**src/rtl/ssm_pkg.sv**
```systemverilog
package ssm_pkg;
  localparam int OFS_CTRL  = 'h00;
  localparam int OFS_FRAME = 'h04;
  localparam int OFS_CMD   = 'h0C;
  localparam int OFS_STAT  = 'h10;
  localparam int OFS_DIV   = 'h14;
  localparam int OFS_RXX   = 'h18;
  localparam int OFS_RXD   = 'h1C;
  localparam int OFS_TXD   = 'h34;
  localparam int OFS_IF    = 'h40;
  localparam int OFS_IFS   = 'h44;
  localparam int OFS_IFC   = 'h48;
  localparam int OFS_IEN   = 'h4C;
  localparam int OFS_ROUTE = 'h54;

  typedef struct packed {
    logic sync;
    logic cpol;
    logic cpha;
    logic msbf;
    logic lvl;
  } mode_t;
endpackage

```
**src/rtl/ssm_fifo.sv**
```systemverilog
module ssm_fifo #(
  parameter int W     = 16,
  parameter int DEPTH = 2
) (
  input  logic                       clk,
  input  logic                       rst,
  input  logic                       push,
  input  logic                       pop,
  input  logic [W-1:0]               din,
  output logic [W-1:0]               dout,
  output logic [$clog2(DEPTH+1)-1:0] count,
  output logic                       empty,
  output logic                       full
);
  localparam int PW = (DEPTH > 1) ? $clog2(DEPTH) : 1;
  localparam int CW = $clog2(DEPTH+1);

  logic [W-1:0]  mem [DEPTH];
  logic [PW-1:0] wp, rp;
  logic          do_pop, do_push;

  assign empty   = (count == '0);
  assign full    = (count == CW'(DEPTH));
  assign do_pop  = pop && !empty;
  assign do_push = push && (!full || do_pop);
  assign dout    = mem[rp];

  always_ff @(posedge clk) begin
    if (do_push) mem[wp] <= din;
  end

  always_ff @(posedge clk) begin
    if (rst) begin
      wp    <= '0;
      rp    <= '0;
      count <= '0;
    end else begin
      if (do_push) wp <= (wp == PW'(DEPTH-1)) ? '0 : wp + 1'b1;
      if (do_pop)  rp <= (rp == PW'(DEPTH-1)) ? '0 : rp + 1'b1;
      case ({do_push, do_pop})
        2'b10:   count <= count + 1'b1;
        2'b01:   count <= count - 1'b1;
        default: count <= count;
      endcase
    end
  end


  fifo_bound_chk: assert property (@(posedge clk) disable iff (rst)
    count <= CW'(DEPTH));


  fifo_drop_chk: assert property (@(posedge clk) disable iff (rst)
    (push && !pop && full) |=> $stable(count));
endmodule

```
**src/rtl/ssm_shifter.sv**
```systemverilog
module ssm_shifter #(
  parameter int DW   = 16,
  parameter int DIVW = 8
) (
  input  logic                     clk,
  input  logic                     rst,
  input  logic                     run,
  input  logic                     cpol,
  input  logic                     cpha,
  input  logic                     msbf,
  input  logic [$clog2(DW+1)-1:0]  nbits,
  input  logic [DIVW-1:0]          div,
  input  logic                     tx_valid,
  input  logic [DW-1:0]            tx_word,
  input  logic                     miso,
  output logic                     tx_take,
  output logic                     rx_done,
  output logic [DW-1:0]            rx_word,
  output logic                     busy,
  output logic                     sclk,
  output logic                     mosi
);
  localparam int NBW = $clog2(DW+1);

  logic [DW-1:0]   word, rsr, rsr_n;
  logic [NBW:0]    hc;
  logic [DIVW-1:0] dcnt, lat_div;
  logic [NBW-1:0]  lat_nb;
  logic            lat_cpha, lat_msbf;
  logic            tick, samp, last;
  int              b, nb;

  function automatic int pos(input logic first_msb, input int n, input int i);
    return first_msb ? (n - 1 - i) : i;
  endfunction

  assign tx_take = !busy && run && tx_valid;

  always_comb begin
    nb    = int'(lat_nb);
    b     = int'(hc[NBW:1]);
    tick  = busy && (dcnt == lat_div);
    samp  = tick && (lat_cpha ? hc[0] : !hc[0]);
    last  = tick && (int'(hc) == 2*nb - 1);
    rsr_n = rsr;
    if (samp) rsr_n[pos(lat_msbf, nb, b)] = miso;
  end

  always_ff @(posedge clk) begin
    if (rst) begin
      busy     <= 1'b0;
      sclk     <= 1'b0;
      mosi     <= 1'b0;
      hc       <= '0;
      dcnt     <= '0;
      word     <= '0;
      rsr      <= '0;
      rx_word  <= '0;
      rx_done  <= 1'b0;
      lat_nb   <= '0;
      lat_div  <= '0;
      lat_cpha <= 1'b0;
      lat_msbf <= 1'b0;
    end else begin
      rx_done <= 1'b0;
      if (!busy) begin
        sclk <= cpol;
        if (tx_take) begin
          busy     <= 1'b1;
          word     <= tx_word;
          lat_nb   <= nbits;
          lat_div  <= div;
          lat_cpha <= cpha;
          lat_msbf <= msbf;
          hc       <= '0;
          dcnt     <= '0;
          rsr      <= '0;
          if (!cpha) mosi <= tx_word[pos(msbf, int'(nbits), 0)];
        end
      end else begin
        rsr <= rsr_n;
        if (tick) begin
          dcnt <= '0;
          sclk <= ~sclk;
          hc   <= hc + 1'b1;
          if (!hc[0]) begin
            if (lat_cpha) mosi <= word[pos(lat_msbf, nb, b)];
          end else if (!lat_cpha && (b < nb - 1)) begin
            mosi <= word[pos(lat_msbf, nb, b + 1)];
          end
          if (last) begin
            busy    <= 1'b0;
            rx_done <= 1'b1;
            rx_word <= rsr_n;
          end
        end else begin
          dcnt <= dcnt + 1'b1;
        end
      end
    end
  end


  no_start_chk: assert property (@(posedge clk) disable iff (rst)
    (!busy && !run) |=> !busy);


  take_start_chk: assert property (@(posedge clk) disable iff (rst)
    tx_take |=> busy);


  idle_level_chk: assert property (@(posedge clk) disable iff (rst)
    (!busy && $past(!busy) && $stable(cpol)) |-> (sclk == cpol));
endmodule

```
**src/rtl/ssm_top.sv**
```systemverilog
module ssm_top
  import ssm_pkg::*;
#(
  parameter int DW    = 16,
  parameter int DEPTH = 2,
  parameter int DIVW  = 8,
  parameter int AW    = 8
) (
  input  logic          clk,
  input  logic          rst,
  input  logic          bus_wr,
  input  logic          bus_rd,
  input  logic [AW-1:0] bus_addr,
  input  logic [31:0]   bus_wdata,
  output logic [31:0]   bus_rdata,
  output logic          sclk,
  output logic          mosi,
  input  logic          miso,
  output logic          rx_irq,
  output logic          tx_irq
);
  localparam int NBW = $clog2(DW+1);
  localparam int CW  = $clog2(DEPTH+1);

  mode_t           mode;
  logic [3:0]      fcode;
  logic            rx_on, tx_on, ms_on;
  logic [DIVW-1:0] div_q;
  logic [2:1]      swf;
  logic            ovf, txc;
  logic [2:0]      ien_q;
  logic [2:0]      route_en;
  logic [2:0]      route_loc;
  logic [NBW-1:0]  nbits;

  logic [DW-1:0]   tx_dout, rx_dout, sh_rx;
  logic [CW-1:0]   tx_cnt, rx_cnt;
  logic            tx_empty, tx_full, rx_empty, rx_full;
  logic            sh_take, sh_done, sh_busy;
  logic            w_ctrl, w_frame, w_cmd, w_div, w_txd, w_ifs, w_ifc, w_ien, w_route;
  logic            rx_pop, rx_push, rx_lost;
  logic            txbl_c, rxv_c;
  logic [31:0]     if_v, stat_v;

  function automatic logic hit(input logic [AW-1:0] a, input int ofs);
    return a == AW'(ofs);
  endfunction

  assign w_ctrl  = bus_wr && hit(bus_addr, OFS_CTRL);
  assign w_frame = bus_wr && hit(bus_addr, OFS_FRAME);
  assign w_cmd   = bus_wr && hit(bus_addr, OFS_CMD);
  assign w_div   = bus_wr && hit(bus_addr, OFS_DIV);
  assign w_txd   = bus_wr && hit(bus_addr, OFS_TXD);
  assign w_ifs   = bus_wr && hit(bus_addr, OFS_IFS);
  assign w_ifc   = bus_wr && hit(bus_addr, OFS_IFC);
  assign w_ien   = bus_wr && hit(bus_addr, OFS_IEN);
  assign w_route = bus_wr && hit(bus_addr, OFS_ROUTE);

  // frame length decode with clamping
  always_comb begin
    if (fcode == 4'd0)            nbits = NBW'(4);
    else if (int'(fcode) + 3 > DW) nbits = NBW'(DW);
    else                          nbits = NBW'(int'(fcode) + 3);
  end

  assign rx_pop  = bus_rd && (hit(bus_addr, OFS_RXX) || hit(bus_addr, OFS_RXD)) && !rx_empty;
  assign rx_push = sh_done && rx_on;
  assign rx_lost = rx_push && rx_full && !rx_pop;

  ssm_fifo #(.W(DW), .DEPTH(DEPTH)) u_txq (
    .clk(clk), .rst(rst), .push(w_txd), .pop(sh_take),
    .din(bus_wdata[DW-1:0]), .dout(tx_dout), .count(tx_cnt),
    .empty(tx_empty), .full(tx_full)
  );

  ssm_fifo #(.W(DW), .DEPTH(DEPTH)) u_rxq (
    .clk(clk), .rst(rst), .push(rx_push), .pop(rx_pop),
    .din(sh_rx), .dout(rx_dout), .count(rx_cnt),
    .empty(rx_empty), .full(rx_full)
  );

  ssm_shifter #(.DW(DW), .DIVW(DIVW)) u_shift (
    .clk(clk), .rst(rst), .run(mode.sync && ms_on && tx_on),
    .cpol(mode.cpol), .cpha(mode.cpha), .msbf(mode.msbf),
    .nbits(nbits), .div(div_q), .tx_valid(!tx_empty), .tx_word(tx_dout),
    .miso(miso), .tx_take(sh_take), .rx_done(sh_done), .rx_word(sh_rx),
    .busy(sh_busy), .sclk(sclk), .mosi(mosi)
  );

  assign txbl_c = mode.lvl ? !tx_full : tx_empty;
  assign rxv_c  = !rx_empty;

  always_comb begin
    if_v    = '0;
    if_v[1] = txbl_c | swf[1];
    if_v[2] = rxv_c  | swf[2];
    if_v[5] = ovf;
    stat_v    = '0;
    stat_v[0] = rx_on;
    stat_v[1] = tx_on;
    stat_v[2] = ms_on;
    stat_v[5] = txc;
    stat_v[6] = txbl_c;
    stat_v[7] = rxv_c;
  end

  always_ff @(posedge clk) begin
    if (rst) begin
      mode      <= '0;
      fcode     <= '0;
      rx_on     <= 1'b0;
      tx_on     <= 1'b0;
      ms_on     <= 1'b0;
      div_q     <= '0;
      swf       <= '0;
      ovf       <= 1'b0;
      txc       <= 1'b0;
      ien_q     <= '0;
      route_en  <= '0;
      route_loc <= '0;
    end else begin
      if (w_ctrl) begin
        mode.sync <= bus_wdata[0];
        mode.cpol <= bus_wdata[8];
        mode.cpha <= bus_wdata[9];
        mode.msbf <= bus_wdata[10];
        mode.lvl  <= bus_wdata[12];
      end
      if (w_frame) fcode <= bus_wdata[3:0];
      if (w_cmd) begin
        rx_on <= (rx_on | bus_wdata[0]) & ~bus_wdata[1];
        tx_on <= (tx_on | bus_wdata[2]) & ~bus_wdata[3];
        ms_on <= (ms_on | bus_wdata[4]) & ~bus_wdata[5];
      end
      if (w_div) div_q <= bus_wdata[DIVW-1:0];
      if (w_ifs) begin
        swf <= swf | bus_wdata[2:1];
        if (bus_wdata[5]) ovf <= 1'b1;
      end
      if (w_ifc) begin
        swf <= swf & ~bus_wdata[2:1];
        if (bus_wdata[5]) ovf <= 1'b0;
      end
      if (rx_lost) ovf <= 1'b1;
      if (w_ien) ien_q <= {bus_wdata[5], bus_wdata[2], bus_wdata[1]};
      if (w_route) begin
        route_en  <= {bus_wdata[3], bus_wdata[1], bus_wdata[0]};
        route_loc <= bus_wdata[10:8];
      end
      if (sh_done && tx_empty) txc <= 1'b1;
      if (w_txd) txc <= 1'b0;
    end
  end

  always_ff @(posedge clk) begin
    if (rst) begin
      rx_irq <= 1'b0;
      tx_irq <= 1'b0;
    end else begin
      rx_irq <= if_v[2] & ien_q[1];
      tx_irq <= if_v[1] & ien_q[0];
    end
  end

  always_ff @(posedge clk) begin
    if (rst) begin
      bus_rdata <= '0;
    end else if (bus_rd) begin
      bus_rdata <= '0;
      if (hit(bus_addr, OFS_CTRL))
        bus_rdata <= {19'b0, mode.lvl, 1'b0, mode.msbf, mode.cpha, mode.cpol, 7'b0, mode.sync};
      else if (hit(bus_addr, OFS_FRAME)) bus_rdata <= {28'b0, fcode};
      else if (hit(bus_addr, OFS_STAT))  bus_rdata <= stat_v;
      else if (hit(bus_addr, OFS_DIV))   bus_rdata <= 32'(div_q);
      else if (hit(bus_addr, OFS_RXX))   bus_rdata <= 32'(rx_dout) & 32'h0000_01FF;
      else if (hit(bus_addr, OFS_RXD))   bus_rdata <= 32'(rx_dout);
      else if (hit(bus_addr, OFS_IF))    bus_rdata <= if_v;
      else if (hit(bus_addr, OFS_IEN))
        bus_rdata <= {26'b0, ien_q[2], 2'b0, ien_q[1], ien_q[0], 1'b0};
      else if (hit(bus_addr, OFS_ROUTE))
        bus_rdata <= {21'b0, route_loc, 4'b0, route_en[2], 1'b0, route_en[1], route_en[0]};
    end
  end


  rxdis_wins_chk: assert property (@(posedge clk) disable iff (rst)
    (w_cmd && bus_wdata[1]) |=> !rx_on);


  rx_drop_chk: assert property (@(posedge clk) disable iff (rst)
    rx_lost |=> (ovf && $stable(rx_cnt)));


  txirq_src_chk: assert property (@(posedge clk) disable iff (rst)
    tx_irq |-> $past(ien_q[0]));


  rx_off_chk: assert property (@(posedge clk) disable iff (rst)
    (sh_done && !rx_on && !rx_pop) |=> $stable(rx_cnt));
endmodule

```
**config.mk**
```make
export PLATFORM = sky130hd
export DESIGN_NAME = ssm_top
export DESIGN_NICKNAME = d
export VERILOG_FILES = /design/src/rtl/ssm_pkg.sv /design/src/rtl/ssm_fifo.sv /design/src/rtl/ssm_shifter.sv /design/src/rtl/ssm_top.sv
export SDC_FILE = /design/constraint.sdc
export NUM_CORES = 1
export LEC_CHECK = 0
export ABC_AREA = 1
export BUFFER_PORTS_ARGS = -buffer_cell sky130_fd_sc_hd__buf_2
export CAP_MARGIN = 20
export CORE_MARGIN = 1
export CORE_UTILIZATION = 55
export CTS_CLUSTER_SIZE = 24
export DETAILED_ROUTE_END_ITERATION = 6
export PLACE_DENSITY = 0.8
export SLEW_MARGIN = 20
export SYNTH_ARGS = -nofsm -noshare
export SYNTH_HDL_FRONTEND = slang
export SYNTH_SLANG_ARGS = --single-unit
```
**constraint.sdc**
```tcl
create_clock -name clk -period 4 [get_ports clk]
set_input_delay 0.8 -clock clk [delete_from_list [all_inputs] [get_ports clk]]
set_output_delay 0.8 -clock clk [all_outputs]
set_load 0.1 [all_outputs]
```
==> results of run 1 <==
==> routing by layer <==
metal  global-route usage  up-vias
met5                    0        -
met2                0.448      294
met4               0.0873        0
met1                0.339     4030
met3               0.0361       45
li1                     -     4359
==> flip-flops by register name (all words and copies together) (netlist names), 4 cells and up, named ones only <==
| signal | count |
|---|---|
| u_rxq.mem | 32 |
| u_txq.mem | 32 |
| bus_rdata | 16 |
| u_shift.rsr | 16 |
| u_shift.rx_word | 16 |
| u_shift.word | 16 |
| div_q | 8 |
| u_shift.dcnt | 8 |
| u_shift.lat_div | 8 |
| u_shift.hc | 6 |
| mode | 5 |
| u_shift.lat_nb | 5 |
| fcode | 4 |
==> power breakdown <==
part	total (mW)	internal, mW	switching [mW]	leakage, nW
clock	1.99	1.18	0.807	0.343
sequential	2.15	2.15	0.00314	1.73
combinational	0.188	0.0270	0.161	2.42
total	4.33	3.36	0.971	4.49
==> path summary, 6_finish.rpt <==
path,start,end,slack (ps),depth (start not counted)
min,u_rxq.rp,u_rxq.rp,450,1
max,u_shift.lat_nb[0],u_shift.rsr[13],320,20
min reg2reg,u_rxq.rp,u_rxq.rp,450,1
max reg2reg,u_shift.lat_nb[0],u_shift.rsr[13],320,20
==> cells by family after synthesis <==
group	after synthesis	share of synthesized area
compound gates	281	0.150
xor+xnor	15	0.0130
fa+ha+maj	27	0.0350
buf+inv	212	0.0883
flops	206	0.472
mux	5	0.00546
other cells	1	0.000372
simple gates	540	0.235
==> cell usage after synthesis, types with 3 or more instances <==
master and number:
buf_2 4, a21oi_2 6, and3_1 3, o22ai_1 4, o21ai_0 108, mux2_2 4
nand2_1 257, nor3_4 3, inv_1 144, xor2_1 10, o21ai_1 13, buf_4 20
a31oi_1 4, nor2_2 7, buf_1 3, nand4_1 29, xnor2_1 5, a21oi_1 121
edfxtp_1 64, nor2_1 105, nor3_1 11, clkbuf_1 31, dfxtp_1 142, inv_2 8
a211oi_1 7, or2_2 5, ha_1 25, nand2_2 3, o211ai_1 8, o21ai_2 3
nand3_1 110
==> layout make-up <==
type / count / area (sq um)
clock buffers: 26 / 554
clock inverters: 12 / 143
fillers: 1493 / 6810
inverters: 152 / 571
multi-input cells: 884 / 4490
flip-flops and latches: 206 / 4760
well taps: 229 / 287
repair buffers: 60 / 343
==> per-stage QoR <==
stage	hold WS (ps)	instances	util	power [mW]
3_3_place_gp	434	1531	0.582	2.38
6_report	450	1569	0.621	4.33
2_1_floorplan	420	1302	-	2.35
5_1_grt	477	1569	0.621	4.45
4_1_cts	453	1569	0.621	4.35
3_5_place_dp	445	1531	0.582	2.38
==> worst max-delay path, stage by stage, from the launching register on <==
cell and delay, ps:
dfxtp_1 420, inv_1 130, ha_1 260, xor2_2 180, ha_1 380, a21oi_1 200, nand2_1 90, nand2_1 60
inv_1 40, o21ai_1 200, nand2_1 90, ha_1 280, nor3b_1 190, nand2_1 70, nor2_1 100, a21oi_1 100
nor2_2 190, buf_12 200, nand4_1 140, nand3_1 150, a21oi_1 70
==> metrics.yaml, run 1 <==
outcome: "finished with violations"
avgSynthCellArea_sq_um: 7.84
tritoncts: "done"
path_class: "reg -> reg"
ant_nets: 0
dp_slack_ps: 242
clkTransAtPathRegs_ps: 60
final_common_cell: "nand2_1"
synth_top_cell_by_area: "dfxtp_1"
grt_max_degree: 67
maxCapViolations: 0
num_vias: 8728
dieArea_sq_um: 18900
top_level_ports: 81
min_period_ps: 3680
portBuffers: 48
power.density_nw_per_um2: 388
ys_ff_latch: 206
syn-cell-area_sq_um: 10100
cts_num_sinks: 206
grt_setup_unrepaired: "no"
post-route-period-util: 0.919
relSlewSlack: 0.402
wl_met2_um: 11700
drive_gt1_frac: 0.101
grt_overflow: 0
grt_pass1_vias: 7926
synth_area_leaders: "dfxtp_1 28%, edfxtp_1 19%, nand2_1 9.6%"
drt_iter0_markers: 698
fmax_ghz: 0.272
cp-end-kind: "flop"
synth_top_cell_area_share: 0.282
routed.top_layer: "met4"
async_flop_share: 0
arrival_ps: 4040
design_area_sq_um: 11200
finalNetCount: 1397
failed_checks: "DRC"
grt_antenna_before_repair: 0
placed_cell_area_sq_um: 10500
numCtsBuffers: 21
post-route-drc-count: 2
grt_pass1_wl_um: 38700
finalHoldViolations: 0
area_growth_pct: 10.6
ys_seq_area_frac: 0.472
startpoint_type: "flop"
clk_latency_ps: 500
fin_skew_ps: 8.38
required_ps: 4360
min_path_type: "reg -> reg"
post_cts_resized: 0
routed-wl-met3_um: 1500
synthDistinctLibCells: 47
die_w_um: 137
antennaDiodeCount: 0
final_cell_mix: "257 x nand2_1, 144 x inv_1, 142 x dfxtp_1, 121 x a21oi_1, 110 x nand3_1"
wl_per_cell_um: 15.5
post-cts-setup-buffer-count: 0
grt.total_usage: 0.262
die_y_um: 137
coreArea_sq_um: 18000
worstMarginPinSlew_ps: 896
syn_inst: 1287
crit_fanout: 32
slew_viol_final: 0
routed_wl_um: 24400
leakagePower_nw: 4.49
ctsHoldBuffers: 0
synth_ff_type: "dfxtp_1"
synth_edf_count: 64
setup-violations-final: 0
yosys_warnings: 0
vdd_drop_max_uv: 418
final.setup.worst_slack_ps: 322
first_pass_iters: 7
tns_ps: 0
clockRootBuffer: "clkbuf_16"
clock_path_buffers: 3
initial_utilization: 0.561
met1Wirelength_um: 10500
cts_max_level: 1
place.gp.congestion: 0.944
core.rowCount: 49
routed_via_density: 5.56
hpwl_um: 17000
No activity file was read; power rests on OpenSTA's default activity.
==> inputs of run 2 (changes only) <==
==> constraint.sdc (replaced) <==
create_clock -name clk -period 3.7 [get_ports clk]
set_input_delay 0.74 -clock clk [delete_from_list [all_inputs] [get_ports clk]]
set_output_delay 0.74 -clock clk [all_outputs]
set_load 0.1 [all_outputs]
==> metrics.yaml, run 2 (same netlist as run 1, synthesis figures left out) <==
num_vias: 8887
post-route-drc-count: 2
drt_iter0_markers: 727
maxCapViolations: 0
failed_checks: "DRC"
grt_pass1_wl_um: 39200
antennaDiodeCount: 0
power.density_nw_per_um2: 425
final.setup.worst_slack_ps: 300
outcome: "finished with violations"
post-route-period-util: 0.919
clk_latency_ps: 500
cts_max_level: 1
fin_util: 0.629
initial_utilization: 0.561
min_period_ps: 3400
whs_path_depth: 1
vdd_drop_max_uv: 414
finalHoldViolations: 0
ctsHoldBuffers: 0
die_y_um: 137
dp_slack_ps: 109
min_path_type: "in -> reg"
final_common_cell: "nand2_1"
leakagePower_nw: 4.54
core.rowCount: 49
coreArea_sq_um: 18000
dieArea_sq_um: 18900
grt_antenna_before_repair: 0
place.gp.congestion: 0.941
numCtsBuffers: 21
startpoint_type: "flop"
clockRootBuffer: "clkbuf_16"
fin_skew_ps: 14.9
wl_per_cell_um: 15.8
routed_wl_um: 24800
hpwl_um: 17000
crit_fanout: 8
r2r-end: "u_shift.rsr[6]"
grt_setup_unrepaired: "no"
routed_via_density: 5.65
tns_ps: 0
grt_overflow: 0
grt_pass1_vias: 8200
drive_gt1_frac: 0.109
first_pass_iters: 7
tritoncts: "done"
min_from: "bus_wdata[11]"
clock_path_buffers: 3
reg2reg_depth: 21
clkTransAtPathRegs_ps: 60
slew_viol_final: 0
setup-violations-final: 0
portBuffers: 48
cts_num_sinks: 206
finalNetCount: 1401
final_cell_mix: "257 x nand2_1, 143 x inv_1, 142 x dfxtp_1, 120 x a21oi_1, 110 x nand3_1"
path_class: "reg -> reg"
required_ps: 4130
ant_nets: 0
post-cts-setup-buffer-count: 0
arrival_ps: 3830
min_to: "u_txq.mem[0][11]"
fin_hold_ws_ps: 447
die_w_um: 137
grt_max_degree: 53
worstMarginPinSlew_ps: 846
reg.largest.list: "u_rxq.mem: 32 flops, u_txq.mem: 32 flops"
post_cts_resized: 0
grt.total_usage: 0.265
crit_start: "u_shift.lat_nb[1]"
reg2reg_from: "u_shift.lat_nb[1]"
cp-end-kind: "flop"
relSlewSlack: 0.435
r2r_slack_ps: 300
area_growth_pct: 12.1
fmax_ghz: 0.294
top_level_ports: 81
## run 2: cell type report
type | instances | area, sq um
multi-input cells | 884 | 4540
repair buffers | 64 | 412
clock inverters | 14 | 198
inverters | 152 | 571
fillers | 1529 | 6660
flip-flops and latches | 206 | 4760
well taps | 229 | 287
clock buffers | 24 | 537
## run 2: per-layer routing
| layer | wire [um] | vias to the layer above | GRT usage |
|---|---|---|---|
| li1 | - | 4363 | - |
| met1 | 10400 | 4144 | 0.338 |
| met2 | 12000 | 334 | 0.457 |
| met3 | 1810 | 46 | 0.0364 |
| met4 | 584 | 0 | 0.0904 |
| met5 | 0 | - | 0 |
## run 2: worst max path at each step
stage	end	slack, ps	depth (start not counted)
finish	u_shift.rsr[6]	300	21
CTS	u_shift.rsr[5]	40	21
global route	u_shift.rsr[13]	20	21
global placement	u_shift.rx_word[12]	190	20
floorplan	u_shift.rsr[12]	460	20
detailed placement	u_shift.rsr[5]	110	21
## run 2: power breakdown
group          internal [mW]  switching [mW]
clock network           1.39           0.876
registers               2.32         0.00347
logic                 0.0289           0.175
total                   3.75            1.05
## run 2: through the flow
step | total power, mW | instances | instance area (sq um)
after floorplan | 2.54 | 1302 | 10100
after global placement | 2.58 | 1532 | 10500
after detailed placement | 2.58 | 1532 | 10500
after CTS | 4.81 | 1570 | 11200
after global routing | 4.92 | 1573 | 11300
final | 4.80 | 1573 | 11300
## run 2: critical path, stage by stage, from the launching register on
cell and delay [ps]:
dfxtp_1 380, inv_1 90, ha_4 180, xor2_2 240, ha_4 270, a21oi_2 150, nand2_1 90, nand2_1 70
inv_1 50, o21ai_2 140, nand2_1 70, ha_1 290, nor3b_2 180, nand2_1 60, nor2_1 110, a21oi_1 130
nor2_4 250, clkbuf_16 210, nand3_1 80, nand2_1 100, nand3_1 80, a21oi_1 130
==> inputs of run 3 (changes only) <==
--- a/config.mk
+++ b/config.mk
@@ -5,7 +5,6 @@
 export SDC_FILE = /design/constraint.sdc
 export NUM_CORES = 1
 export LEC_CHECK = 0
-export ABC_AREA = 1
 export BUFFER_PORTS_ARGS = -buffer_cell sky130_fd_sc_hd__buf_2
 export CAP_MARGIN = 20
 export CORE_MARGIN = 1
==> metrics.yaml, run 3 <==
place.gp.congestion: 0.901
syn-cell-area_sq_um: 10400
relSlewSlack: 0.249
leakagePower_nw: 4.42
worstMarginPinSlew_ps: 1130
grt_overflow: 0
post-route-period-util: 0.990
final.fill_count: 1473
core.rowCount: 50
cts_num_sinks: 206
vdd_drop_max_uv: 342
arrival_ps: 4100
ys_ff_latch: 206
required_ps: 4140
slowest_delay_ps: 380
clk_latency_ps: 500
reg.largest.list: "u_rxq.mem: 32 flops, u_txq.mem: 32 flops"
grt_antenna_before_repair: 0
cp-end-kind: "flop"
synthTopCellsByCount: "142 x dfxtp_1, 123 x nor2_1, 101 x nand2_1"
maxCapViolations: 0
path_class: "reg -> reg"
hpwl_um: 17600
dieArea_sq_um: 19500
grt_pass1_wl_um: 40000
portBuffers: 48
num_vias: 8217
avgSynthCellArea_sq_um: 9.88
fmax_ghz: 0.273
drive_gt1_frac: 0.198
synthSimpleGateAreaFrac: 0.177
synth_mux_area_frac: 0.109
synth_top_family_by_area: "simple AND/OR/NAND/NOR gates"
grt_pass1_vias: 7888
multi_input_area_sq_um: 5370
min_period_ps: 3660
numCtsBuffers: 21
synth_top_cell_area_share: 0.272
async_flop_share: 0
coreArea_sq_um: 18600
yosys_warnings: 0
synth_compound_area_frac: 0.148
final_common_cell: "dfxtp_1"
synth_ff_type: "dfxtp_1"
ys_seq_area_frac: 0.456
crit_fanout: 6
yosysMostFrequentCell: "dfxtp_1"
die_w_um: 140
synth_edf_count: 64
path_cells: "inv_2, ha_4, inv_2, ha_4, nor2b_4, o21a_1, o21a_1, o21ai_2, nand2_1, ha_1, nor4_2, nand4_1, a21oi_4, buf_12, buf_12, o211ai_1, mux2_4, nor2_2"
grt.total_usage: 0.255
die_y_um: 140
synth_top_cell_by_area: "dfxtp_1"
slew_viol_final: 0
ant_nets: 0
grt_setup_unrepaired: "yes"
first_pass_iters: 7
top_level_ports: 81
syn_inst: 1057
clkTransAtPathRegs_ps: 60
clockRootBuffer: "clkbuf_16"
finalHoldViolations: 0
fin_skew_ps: 14.7
cts_max_level: 1
fin_hold_ws_ps: 431
synthXorXnorAreaFrac: 0.0259
area_growth_pct: 12.9
finalNetCount: 1181
startpoint_type: "flop"
finalPower_mw: 4.47
wl_per_cell_um: 18.4
tritoncts: "done"
initial_utilization: 0.560
failed_checks: "DRC"
min_path_type: "in -> reg"
synthDistinctLibCells: 90
drt_iter0_markers: 691
final_cell_mix: "139 x dfxtp_1, 121 x nor2_1, 100 x nand2_1, 64 x a21oi_1, 64 x edfxtp_1"
power.density_nw_per_um2: 380
synth_fa_ha_area_frac: 0.0338
critPathSlowestCell: "mux2_4"
antennaDiodeCount: 0
post-route-drc-count: 3
synth_area_leaders: "dfxtp_1 27%, edfxtp_1 18%, mux2i_1 5.3%"
grt_max_degree: 108
routed_wl_um: 25000
ctsHoldBuffers: 0
clock_path_buffers: 3
setup-violations-final: 0
routed_via_density: 6.05
regArea_sq_um: 4770
outcome: "finished with violations"
-- run 3: final timing paths --
check	startpoint	depth (start not counted)	slack, ps	endpoint
max	u_shift.lat_nb[1]	18	40	u_shift.rx_word[4]
min reg2reg	u_shift.rx_word[3]	0	450	u_rxq.mem[1][3]
min	bus_wdata[11]	1	430	u_txq.mem[1][11]
max reg2reg	u_shift.lat_nb[1]	18	40	u_shift.rx_word[4]
-- run 3: worst max-delay path: cells and delay by family, from the launching register on --
family                     cells  cell delay (ps)
DFF                            1              350
AOI/OAI and AO/OA              5             1010
adders and majority gates      3              770
buffers and inverters          4              360
muxes                          1              380
and+or+nand+nor                5              720
-- run 3: cell families after synthesis --
group | count (synthesis)
AOI/OAI and AO/OA | 213
xor gates and xnor gates | 30
adders and majority gates | 27
buffers and inverters | 108
DFF | 206
muxes | 94
other | 1
and+or+nand+nor | 378
-- run 3: cell type report --
cell class | count | area share
well taps | 234 | 0.0248
clock inverters | 7 | 0.00350
flip-flops and latches | 206 | 0.404
inverters | 26 | 0.00828
clock buffers | 31 | 0.0486
repair buffers | 96 | 0.0548
multi-input cells | 758 | 0.456
-- run 3: report_power, final --
group / leakage (nW) / switching (mW) / internal [mW]
logic: 2.34 / 0.188 / 0.0311
clock network: 0.302 / 0.847 / 1.08
registers: 1.77 / 0.00392 / 2.33
-- run 3: repair_timing --
action / in CTS / in global routing
buffers inserted: 0 / 5
endpoints found under the setup margin: 18 / 32
gates cloned: 0 / 1
pin swaps: 1 / 17
resized for setup: 5 / 27
-- run 3: metrics by stage --
stage	std cells	setup TNS [ps]	area [sq um]	util	setup WS [ps]
2_1_floorplan	1072	0	10500	-	25.5
3_3_place_gp	1314	-4.61	11000	0.588	-4.61
3_5_place_dp	1314	-369	11000	0.588	-72.6
4_1_cts	1352	0	11600	0.622	0.0222
5_1_grt	1358	-1160	11800	0.632	-141
6_report	1358	0	11800	0.632	35.4
-- run 3: metal layers --
| layer | up-vias | track usage | wire length (um) | part of all wire |
|---|---|---|---|---|
| li1 | 3911 | - | - | - |
| met1 | 3975 | 0.339 | 10900 | 0.44 |
| met2 | 282 | 0.431 | 11900 | 0.48 |
| met3 | 49 | 0.0282 | 1440 | 0.057 |
| met4 | 0 | 0.0896 | 701 | 0.028 |
| met5 | - | 0 | 0 | 0 |
